### src/rtl/phy_mdio_pkg.sv
// Package: shared constants and types of the paged PHY access engine.
// Assumes Clause 22 framing (5-bit PHY and register addresses).
package phy_mdio_pkg;
    localparam int PHY_AW      = 5;
    localparam int FRAME_BITS  = 64;
    localparam logic [4:0] PAGE_SEL_REG = 5'd31;

    // host word addresses
    localparam logic [1:0] HA_MASK = 2'd0;
    localparam logic [1:0] HA_CMD  = 2'd1;
    localparam logic [1:0] HA_DATA = 2'd2;
    localparam logic [1:0] HA_STAT = 2'd3;

    // command word field positions (host-visible layout)
    localparam int CMD_GO    = 0;
    localparam int CMD_WR    = 2;
    localparam int CMD_PG_LO = 3;
    localparam int CMD_RG_LO = 20;

    typedef enum logic [1:0] {
        SQ_IDLE   = 2'd0,
        SQ_PAGE   = 2'd1,
        SQ_TARGET = 2'd2
    } seq_phase_t;
endpackage

### src/rtl/mdc_tick_gen.sv
// mdc_tick_gen: produces MDC from the system clock while enabled.
// Assumes CLK_DIV is even and at least 2. MDC is held low when disabled.
// rise_tick / fall_tick are high in the cycle whose edge flips MDC.
module mdc_tick_gen #(
    parameter int CLK_DIV = 8
) (
    input  logic clk,
    input  logic rst_n,
    input  logic en,
    output logic mdc,
    output logic rise_tick,
    output logic fall_tick
);
    localparam int HALF = CLK_DIV / 2;
    localparam int CW   = (HALF > 1) ? $clog2(HALF) : 1;

    logic [CW-1:0] cnt_q;
    logic          wrap;

    assign wrap      = (cnt_q == CW'(HALF - 1));
    assign rise_tick = en && wrap && !mdc;
    assign fall_tick = en && wrap && mdc;

    // half-period counter and MDC toggle
    always_ff @(posedge clk) begin
        if (!rst_n || !en) begin
            cnt_q <= '0;
            mdc   <= 1'b0;
        end else if (wrap) begin
            cnt_q <= '0;
            mdc   <= ~mdc;
        end else begin
            cnt_q <= cnt_q + 1'b1;
        end
    end
endmodule

### src/rtl/mdio_frame_engine.sv
// mdio_frame_engine: shifts one 64-bit Clause 22 frame onto MDIO.
// Output bits change on MDC falling ticks; read data is sampled on
// rising ticks. Inputs are captured on start; start is ignored while active.
module mdio_frame_engine
    import phy_mdio_pkg::*;
#(
    parameter int CLK_DIV = 8
) (
    input  logic              clk,
    input  logic              rst_n,
    input  logic              start,
    input  logic              is_read,
    input  logic [PHY_AW-1:0] phy_addr,
    input  logic [4:0]        reg_addr,
    input  logic [15:0]       wdata,
    input  logic              mdio_i,
    output logic              mdc,
    output logic              mdio_o,
    output logic              mdio_oe,
    output logic [15:0]       rdata,
    output logic              done
);
    logic                  active_q;
    logic                  rd_q;
    logic [5:0]            idx_q;
    logic [FRAME_BITS-1:0] sh_q;
    logic [FRAME_BITS-1:0] frame;
    logic                  rise_tick, fall_tick;
    logic [5:0]            idx_nxt;

    mdc_tick_gen #(.CLK_DIV(CLK_DIV)) u_clk (
        .clk      (clk),
        .rst_n    (rst_n),
        .en       (active_q),
        .mdc      (mdc),
        .rise_tick(rise_tick),
        .fall_tick(fall_tick)
    );

    // assemble the frame from captured arguments
    always_comb begin
        if (is_read)
            frame = {32'hFFFF_FFFF, 2'b01, 2'b10, phy_addr, reg_addr, 2'b11, 16'hFFFF};
        else
            frame = {32'hFFFF_FFFF, 2'b01, 2'b01, phy_addr, reg_addr, 2'b10, wdata};
    end

    assign idx_nxt = idx_q + 6'd1;

    // frame sequencing, bit shifting and read capture
    always_ff @(posedge clk) begin
        if (!rst_n) begin
            active_q <= 1'b0;
            rd_q     <= 1'b0;
            idx_q    <= '0;
            sh_q     <= '0;
            mdio_o   <= 1'b1;
            mdio_oe  <= 1'b0;
            rdata    <= '0;
            done     <= 1'b0;
        end else begin
            done <= 1'b0;
            if (!active_q) begin
                if (start) begin
                    active_q <= 1'b1;
                    rd_q     <= is_read;
                    idx_q    <= '0;
                    sh_q     <= frame;
                    mdio_o   <= frame[FRAME_BITS-1];
                    mdio_oe  <= 1'b1;
                    rdata    <= '0;
                end
            end else begin
                if (rise_tick && rd_q && (idx_q >= 6'd48))
                    rdata <= {rdata[14:0], mdio_i};
                if (fall_tick) begin
                    if (idx_q == 6'd63) begin
                        active_q <= 1'b0;
                        done     <= 1'b1;
                        mdio_oe  <= 1'b0;
                        mdio_o   <= 1'b1;
                    end else begin
                        idx_q   <= idx_nxt;
                        sh_q    <= {sh_q[FRAME_BITS-2:0], 1'b0};
                        mdio_o  <= sh_q[FRAME_BITS-2];
                        mdio_oe <= !(rd_q && (idx_nxt >= 6'd46));
                    end
                end
            end
        end
    end
endmodule

### src/rtl/port_pick.sv
// port_pick: returns the lowest set bit index of a port mask.
// Assumes N fits in IW bits of index.
module port_pick #(
    parameter int N  = 32,
    parameter int IW = 5
) (
    input  logic [N-1:0]  mask,
    output logic [IW-1:0] idx,
    output logic          any
);
    // scan from the top so the lowest set bit wins
    always_comb begin
        idx = '0;
        for (int i = N - 1; i >= 0; i--)
            if (mask[i]) idx = IW'(i);
        any = |mask;
    end
endmodule

### src/rtl/phy_paged_mdio.sv
// phy_paged_mdio: host word interface plus the sequencer that turns one
// command into page-select / target frame pairs, one pair per port.
// Assumes N_PORTS <= 32; host reads are combinational.
module phy_paged_mdio
    import phy_mdio_pkg::*;
#(
    parameter int CLK_DIV = 8,
    parameter int N_PORTS = 32
) (
    input  logic        clk,
    input  logic        rst_n,
    input  logic        host_we,
    input  logic [1:0]  host_addr,
    input  logic [31:0] host_wdata,
    output logic [31:0] host_rdata,
    output logic        mdc,
    output logic        mdio_o,
    output logic        mdio_oe,
    input  logic        mdio_i
);
    localparam logic [15:0] PORT_LIM = 16'(N_PORTS);

    logic [31:0]        ctrl0_q, ctrl1_q, ctrl2_q;
    logic               err_q;
    seq_phase_t         phase_q;
    logic [N_PORTS-1:0] rem_q;
    logic [PHY_AW-1:0]  cur_q;
    logic               launch_q;

    logic               busy;
    logic [N_PORTS-1:0] mask0, cur_bit, rem_nxt;
    logic [PHY_AW-1:0]  pick0_idx, pickn_idx;
    logic               pick0_any, pickn_any;
    logic               fr_read, fr_done;
    logic [4:0]         fr_reg;
    logic [15:0]        fr_data, fr_rdata;

    assign busy  = ctrl1_q[CMD_GO];
    assign mask0 = ctrl0_q[N_PORTS-1:0];

    // one-hot of the port currently served
    always_comb begin
        cur_bit        = '0;
        cur_bit[cur_q] = 1'b1;
        rem_nxt        = rem_q & ~cur_bit;
    end

    port_pick #(.N(N_PORTS), .IW(PHY_AW)) u_pick_first (
        .mask(mask0), .idx(pick0_idx), .any(pick0_any)
    );
    port_pick #(.N(N_PORTS), .IW(PHY_AW)) u_pick_next (
        .mask(rem_nxt), .idx(pickn_idx), .any(pickn_any)
    );

    // frame arguments for the current phase
    always_comb begin
        fr_read = (phase_q == SQ_TARGET) && !ctrl1_q[CMD_WR];
        fr_reg  = (phase_q == SQ_PAGE) ? PAGE_SEL_REG : ctrl1_q[CMD_RG_LO +: 5];
        fr_data = (phase_q == SQ_PAGE) ? {4'b0, ctrl1_q[CMD_PG_LO +: 12]} : ctrl2_q[31:16];
    end

    mdio_frame_engine #(.CLK_DIV(CLK_DIV)) u_frame (
        .clk     (clk),
        .rst_n   (rst_n),
        .start   (launch_q),
        .is_read (fr_read),
        .phy_addr(cur_q),
        .reg_addr(fr_reg),
        .wdata   (fr_data),
        .mdio_i  (mdio_i),
        .mdc     (mdc),
        .mdio_o  (mdio_o),
        .mdio_oe (mdio_oe),
        .rdata   (fr_rdata),
        .done    (fr_done)
    );

    // host writes, argument checks and per-port sequencing
    always_ff @(posedge clk) begin
        if (!rst_n) begin
            ctrl0_q  <= '0;
            ctrl1_q  <= '0;
            ctrl2_q  <= '0;
            err_q    <= 1'b0;
            phase_q  <= SQ_IDLE;
            rem_q    <= '0;
            cur_q    <= '0;
            launch_q <= 1'b0;
        end else begin
            launch_q <= 1'b0;
            if (!busy && host_we) begin
                case (host_addr)
                    HA_MASK: ctrl0_q <= host_wdata;
                    HA_CMD: begin
                        ctrl1_q <= host_wdata;
                        if (host_wdata[CMD_GO]) begin
                            err_q <= 1'b0;
                            if (host_wdata[CMD_WR]) begin
                                if (!pick0_any) begin
                                    ctrl1_q[CMD_GO] <= 1'b0;
                                    err_q           <= 1'b1;
                                end else begin
                                    rem_q    <= mask0;
                                    cur_q    <= pick0_idx;
                                    phase_q  <= SQ_PAGE;
                                    launch_q <= 1'b1;
                                end
                            end else if (ctrl2_q[31:16] >= PORT_LIM) begin
                                ctrl1_q[CMD_GO] <= 1'b0;
                                ctrl2_q[15:0]   <= 16'hFFFF;
                            end else begin
                                cur_q    <= ctrl2_q[16 +: PHY_AW];
                                phase_q  <= SQ_PAGE;
                                launch_q <= 1'b1;
                            end
                        end
                    end
                    HA_DATA: ctrl2_q[31:16] <= host_wdata[31:16];
                    default: ;
                endcase
            end else if (busy && fr_done) begin
                if (phase_q == SQ_PAGE) begin
                    phase_q  <= SQ_TARGET;
                    launch_q <= 1'b1;
                end else if (!ctrl1_q[CMD_WR]) begin
                    ctrl2_q[15:0]   <= fr_rdata;
                    ctrl1_q[CMD_GO] <= 1'b0;
                    phase_q         <= SQ_IDLE;
                end else if (pickn_any) begin
                    rem_q    <= rem_nxt;
                    cur_q    <= pickn_idx;
                    phase_q  <= SQ_PAGE;
                    launch_q <= 1'b1;
                end else begin
                    rem_q           <= '0;
                    ctrl1_q[CMD_GO] <= 1'b0;
                    phase_q         <= SQ_IDLE;
                end
            end
        end
    end

    // host read mux
    always_comb begin
        case (host_addr)
            HA_MASK: host_rdata = ctrl0_q;
            HA_CMD:  host_rdata = ctrl1_q;
            HA_DATA: host_rdata = ctrl2_q;
            default: host_rdata = {31'b0, err_q};
        endcase
    end
endmodule

### config.mk
export PLATFORM = sky130hd
export DESIGN_NAME = phy_paged_mdio
export DESIGN_NICKNAME = d
export VERILOG_FILES = /design/src/rtl/phy_mdio_pkg.sv /design/src/rtl/mdc_tick_gen.sv /design/src/rtl/mdio_frame_engine.sv /design/src/rtl/port_pick.sv /design/src/rtl/phy_paged_mdio.sv
export SDC_FILE = /design/constraint.sdc
export NUM_CORES = 1
export LEC_CHECK = 0
export CAP_MARGIN = 15
export CORE_UTILIZATION = 60
export CTS_CLUSTER_DIAMETER = 100
export DETAILED_ROUTE_END_ITERATION = 6
export DONT_BUFFER_PORTS = 1
export HOLD_SLACK_MARGIN = 0.1
export PLACE_DENSITY = 0.73
export SYNTH_ARGS = -nofsm -noshare
export SYNTH_HDL_FRONTEND = slang
export SYNTH_SLANG_ARGS = --single-unit
export TNS_END_PERCENT = 30
### constraint.sdc
create_clock -name clk -period 5.3 [get_ports clk]
set_clock_uncertainty 0.2 [all_clocks]
set_input_delay 1.06 -clock clk [delete_from_list [all_inputs] [get_ports clk]]
set_output_delay 1.06 -clock clk [all_outputs]
set_load 0.1 [all_outputs]
# Word level (Yosys, flattened, before mapping)
# Cells that the tools add are included.
# word_totals
register_bits	230
word_cells	239
# classes
addsub	2
magnitude_cmp	5
n_eq_ne	20
mux	149
n_bitwise	4
reduce_logical	39
# op_table
operator	count
5-bit 2-to-1 mux	75
32-bit 2-to-1 mux	9
63-bit 2-to-1 mux	4
16-bit 2-to-1 mux	12
32-bit one-hot mux with 3 select lines	1
32-bit OR reduction	2
1-bit 2-to-1 mux	34
32-bit bitwise AND	1
32-bit inverter	1
30-bit 2-to-1 mux	1
6-bit 2-to-1 mux	4
16-bit by 6-bit greater-or-equal comparator with 1-bit output, second input constant	1
2-bit 2-to-1 mux	8
2-bit inequality test, second input constant	7
7-bit AND reduction	2
6-bit greater-or-equal comparator, second input constant	2
2-bit AND reduction	6
1-bit logical AND	10
3-bit AND reduction	3
2-bit by 1-bit inequality test with 1-bit output, second input constant	4
8-bit AND reduction	1
2-bit nonzero test	4
6-bit by 1-bit adder with 6-bit output, second input constant	1
2-bit == test, second input constant	3
other kinds (15)	23

# Depth between registers and ports, before layout
# logic_depth
depth_word	43
ltp_mapped	11
mapped_depth_nobuf	8

# Hierarchy
# From an unflattened synthesis, not the netlist that was laid out.
# hier_totals
cells_unflattened	1418
hier_area_um2	11702.5
# by_module_without_submodules
module	instances	cells_each	area_per_inst_um2	seq_area_each_um2
phy_paged_mdio	1	876	7175.6	2742.6
mdio_frame_engine	1	400	3639.7	1801.7
port_pick	2	65	385.4	0.0
mdc_tick_gen	1	12	116.4	60.1

# Least setup slack after synthesis
# No wires, ideal clock.
# synth_timing
path_kind	input-to-output
startpoint	input host_addr[0]
endpoint	output host_rdata[10]
arrival_ns	4.073
required_ns	4.040
path_slack_ns	-0.033
stages	4
cell_sequence	clkbuf_1 -> clkbuf_1 -> mux2i_1 -> o21ai_0
# synth_via
elab_chain_len	2
word_cells_on_any_way	4
classes_between	eq/ne: 2; mux: 1; reduce/logical: 1
# synth_lines
item	line	text
start: declaration	phy_paged_mdio.sv:13	input logic [1:0] host_addr,
2-bit == test (tied with other cells)	phy_paged_mdio.sv:145	case (host_addr)
32-bit one-hot mux with 3 select lines (*)	phy_paged_mdio.sv:145	
end: declaration	phy_paged_mdio.sv:15	output logic [31:0] host_rdata,
# Every way passes the cells marked *; elsewhere a longest branch is shown, timed or not.

# Worst setup path in the final report
# layout_timing
startpoint	input host_addr[1]
endpoint	output host_rdata[2]
# The elaborated chain is that of the path after synthesis.

==> summary.md <==
| Metric | Value |
|---|---|
| Clock Latency Late Sink | 0.54 ns |
| Fill count | 1711 |
| Startpoint Class | input port |
| Main area contributors after synthesis | dfxtp_1, nand2_1, a21boi_0 |
| Total grt overflow | 0 |
| Vias in the first global route | 9341 |
| PortBufs | 0 |
| Initial antenna violation count | 0 |
| Post-layout min period | 3.74 ns |
| Critical Path AT | 2.48 ns |
| Peak Freq | 267 MHz |
| Setup Buffers After CTS | 0 |
| Gate Count Post-Synth | 1485 |
| TritonCTS clock tree | yes |
| Clk root buf | clkbuf_16 |
| Worst vdd ir | 295 µV |
| Overall routing resource usage | 0.323 |
| Static leakage | 4.42 nW |
| Worst path required time | 4.04 ns |
| Register area share after synthesis | 0.389 |
| Synth unique cells | 75 |
| Unrepaired setup endpoints after global routing | no |
| Drt pass-1 iters | 6 |
| Die H | 142 µm |
| Mapped cell area | 11800 µm² |
| Share of the synthesized area in the top cell type | 0.389 |
| Largest net degree at the start of global routing | 229 |
| Via density | 6.36 |
| Hold-fix buffers at CTS | 0 |
| CP Capture Type | primary output |
| Die Wd | 142 µm |
| Total Die Area | 20300 µm² |
| Antenna-violating nets left | 0 |
| Power Density | 301 nW/µm² |
| Layout cells sized above 1 | 0.0984 |
| Power consumption | 0.00387 W |
| Post-synth EDFFs | 0 |
| Final core utilization | 0.662 |
| Gpl congestion | 0.920 |
| Post-synth net total | 1526 |
| Wire length per cell | 19.4 µm |
| Core area | 19400 µm² |
| Post-DP HPWL | 21100 µm |
| Final setup viols | 0 |
| Average size of a mapped cell | 7.97 µm² |
| Critical path peak fanout | 37 |
| DRC viols | 0 |
| Routed via count | 10742 |
| Final hold viol count | 0 |
| Post-synth top flop | dfxtp_1 |
| First-pass GRT wire length | 52100 µm |
| Worst slew pin tran | 1.15 ns |
| MaxCap Viol Count | 0 |
| Cell taking the most area after synthesis | dfxtp_1 |
| Final wirelength | 32800 µm |
| Clock sinks | 230 |
| CTS Buf Count | 25 |
| Row cnt | 51 |
| Post-synth top cells | nand2_1, dfxtp_1, clkbuf_1, a21boi_0, o21ai_0 |
| CP Class | in -> out |
| Clock buffer depth | 3 |
| Async SR Flop Fraction | 0 |
| Slew Limit Fails | 0 |
| Outcome | complete, no violations |
| Clock transition at path regs | 0.06 ns |
| Slew headroom | 0.236 |
| P&R area growth vs syn | 8.37% |
| Ant diodes | 0 |
| Synthesis Warnings | 0 |
| I/O pin count | 73 |
| H-tree depth | 1 |
| Final #Nets | 1446 |
| Tcrit/Tclk final | 0.706 |
| Worst Hold Class | reg -> reg |
| DRT iter0 DRCs | 777 |
| FF+latch count, synth | 230 |
| Post-CTS sizing | 0 |
| Most numerous cell in the Yosys netlist | nand2_1 |
| Initial core utilization | 0.610 |
-- final timing paths --
path / startpoint / end / slack, ns / cells past startpoint
worst max-delay path: host_addr[1] / host_rdata[2] / 1.56 / 4
worst max register to register: cur_q[1] / phase_q[0] / 1.84 / 8
worst min-delay path: u_frame.u_clk.cnt_q[0] / u_frame.u_clk.cnt_q[0] / 0.23 / 1
worst min register to register: u_frame.u_clk.cnt_q[0] / u_frame.u_clk.cnt_q[0] / 0.23 / 1
-- stage by stage --
stage	setup WS, ns	TNS [ns]	hold slack [ns]	cell area (µm²)	cells
3_3_place_gp	1.67	0	0.212	12000	1643
4_1_cts	1.61	0	0.234	12800	1688
5_1_grt	1.51	0	0.250	12800	1688
2_1_floorplan	-0.0327	-0.556	0.204	11800	1485
6_report	1.56	0	0.231	12800	1688
3_5_place_dp	1.62	0	0.225	12000	1643
-- power by group --
part / internal (W) / total [W] / switching (W)
logic: 0.0000962 / 0.000276 / 0.000180
registers: 0.00176 / 0.00180 / 0.0000471
clock network: 0.00105 / 0.00179 / 0.000734
total: 0.00290 / 0.00387 / 0.000961
-- logic make-up after synthesis --
group / Yosys count / share of synthesized area
AND/OR/NAND/NOR: 625 / 0.255
AO/OA/AOI/OAI: 410 / 0.246
flip-flops: 230 / 0.389
buffers and inverters: 148 / 0.0471
multiplexers: 64 / 0.0562
XOR/XNOR: 5 / 0.00370
adder cells (fa/ha/maj): 3 / 0.00317
-- worst max-delay path: stages --
cell     delay [ns]
nor2b_2        0.48
buf_4          0.36
nand2_1        0.11
o21ai_2        0.44
-- layer usage --
layer | vias up | share of wire | global-route usage
li1 | 5119 | - | -
met1 | 5138 | 0.44 | 0.454
met2 | 418 | 0.45 | 0.500
met3 | 67 | 0.081 | 0.0542
met4 | 0 | 0.028 | 0.107
met5 | - | 0 | 0
-- final cells by class --
| type | instances | area [µm²] | area share |
|---|---|---|---|
| Tap cell | 265 | 332 | 0.0258 |
| Timing Repair Buffer | 18 | 135 | 0.0105 |
| Clock buffer | 33 | 716 | 0.0558 |
| Multi-Input combinational cell | 1107 | 6830 | 0.532 |
| Inverter | 23 | 86.3 | 0.00673 |
| Clock inverter | 12 | 134 | 0.0104 |
| Sequential cell | 230 | 4600 | 0.359 |
-- cell usage in the layout (no fill, tap or decap), types with 17 or more instances in the layout --
cell / count
nor3_1: 46
nor3b_1: 40
nor2_1: 77
dfxtp_1: 230
nand2b_1: 17
a21oi_1: 41
nand3_1: 28
o21ai_0: 58
inv_1: 23
mux2i_1: 53
a21boi_0: 109
a22oi_1: 29
nor2b_1: 51
o21ai_2: 32
buf_4: 18
clkbuf_16: 25
nand2_1: 291
-- state kept, by name, summed over array words and instances (netlist names), 2 cells and up --
name and count:
rem_q 32, u_frame.u_clk.cnt_q 2, ctrl0_q 32, u_frame.rdata 16
ctrl1_q 32, cur_q 5, u_frame.idx_q 6, phase_q 2
ctrl2_q 32, u_frame.sh_q 63
No activity file was read; power rests on OpenSTA's default activity.
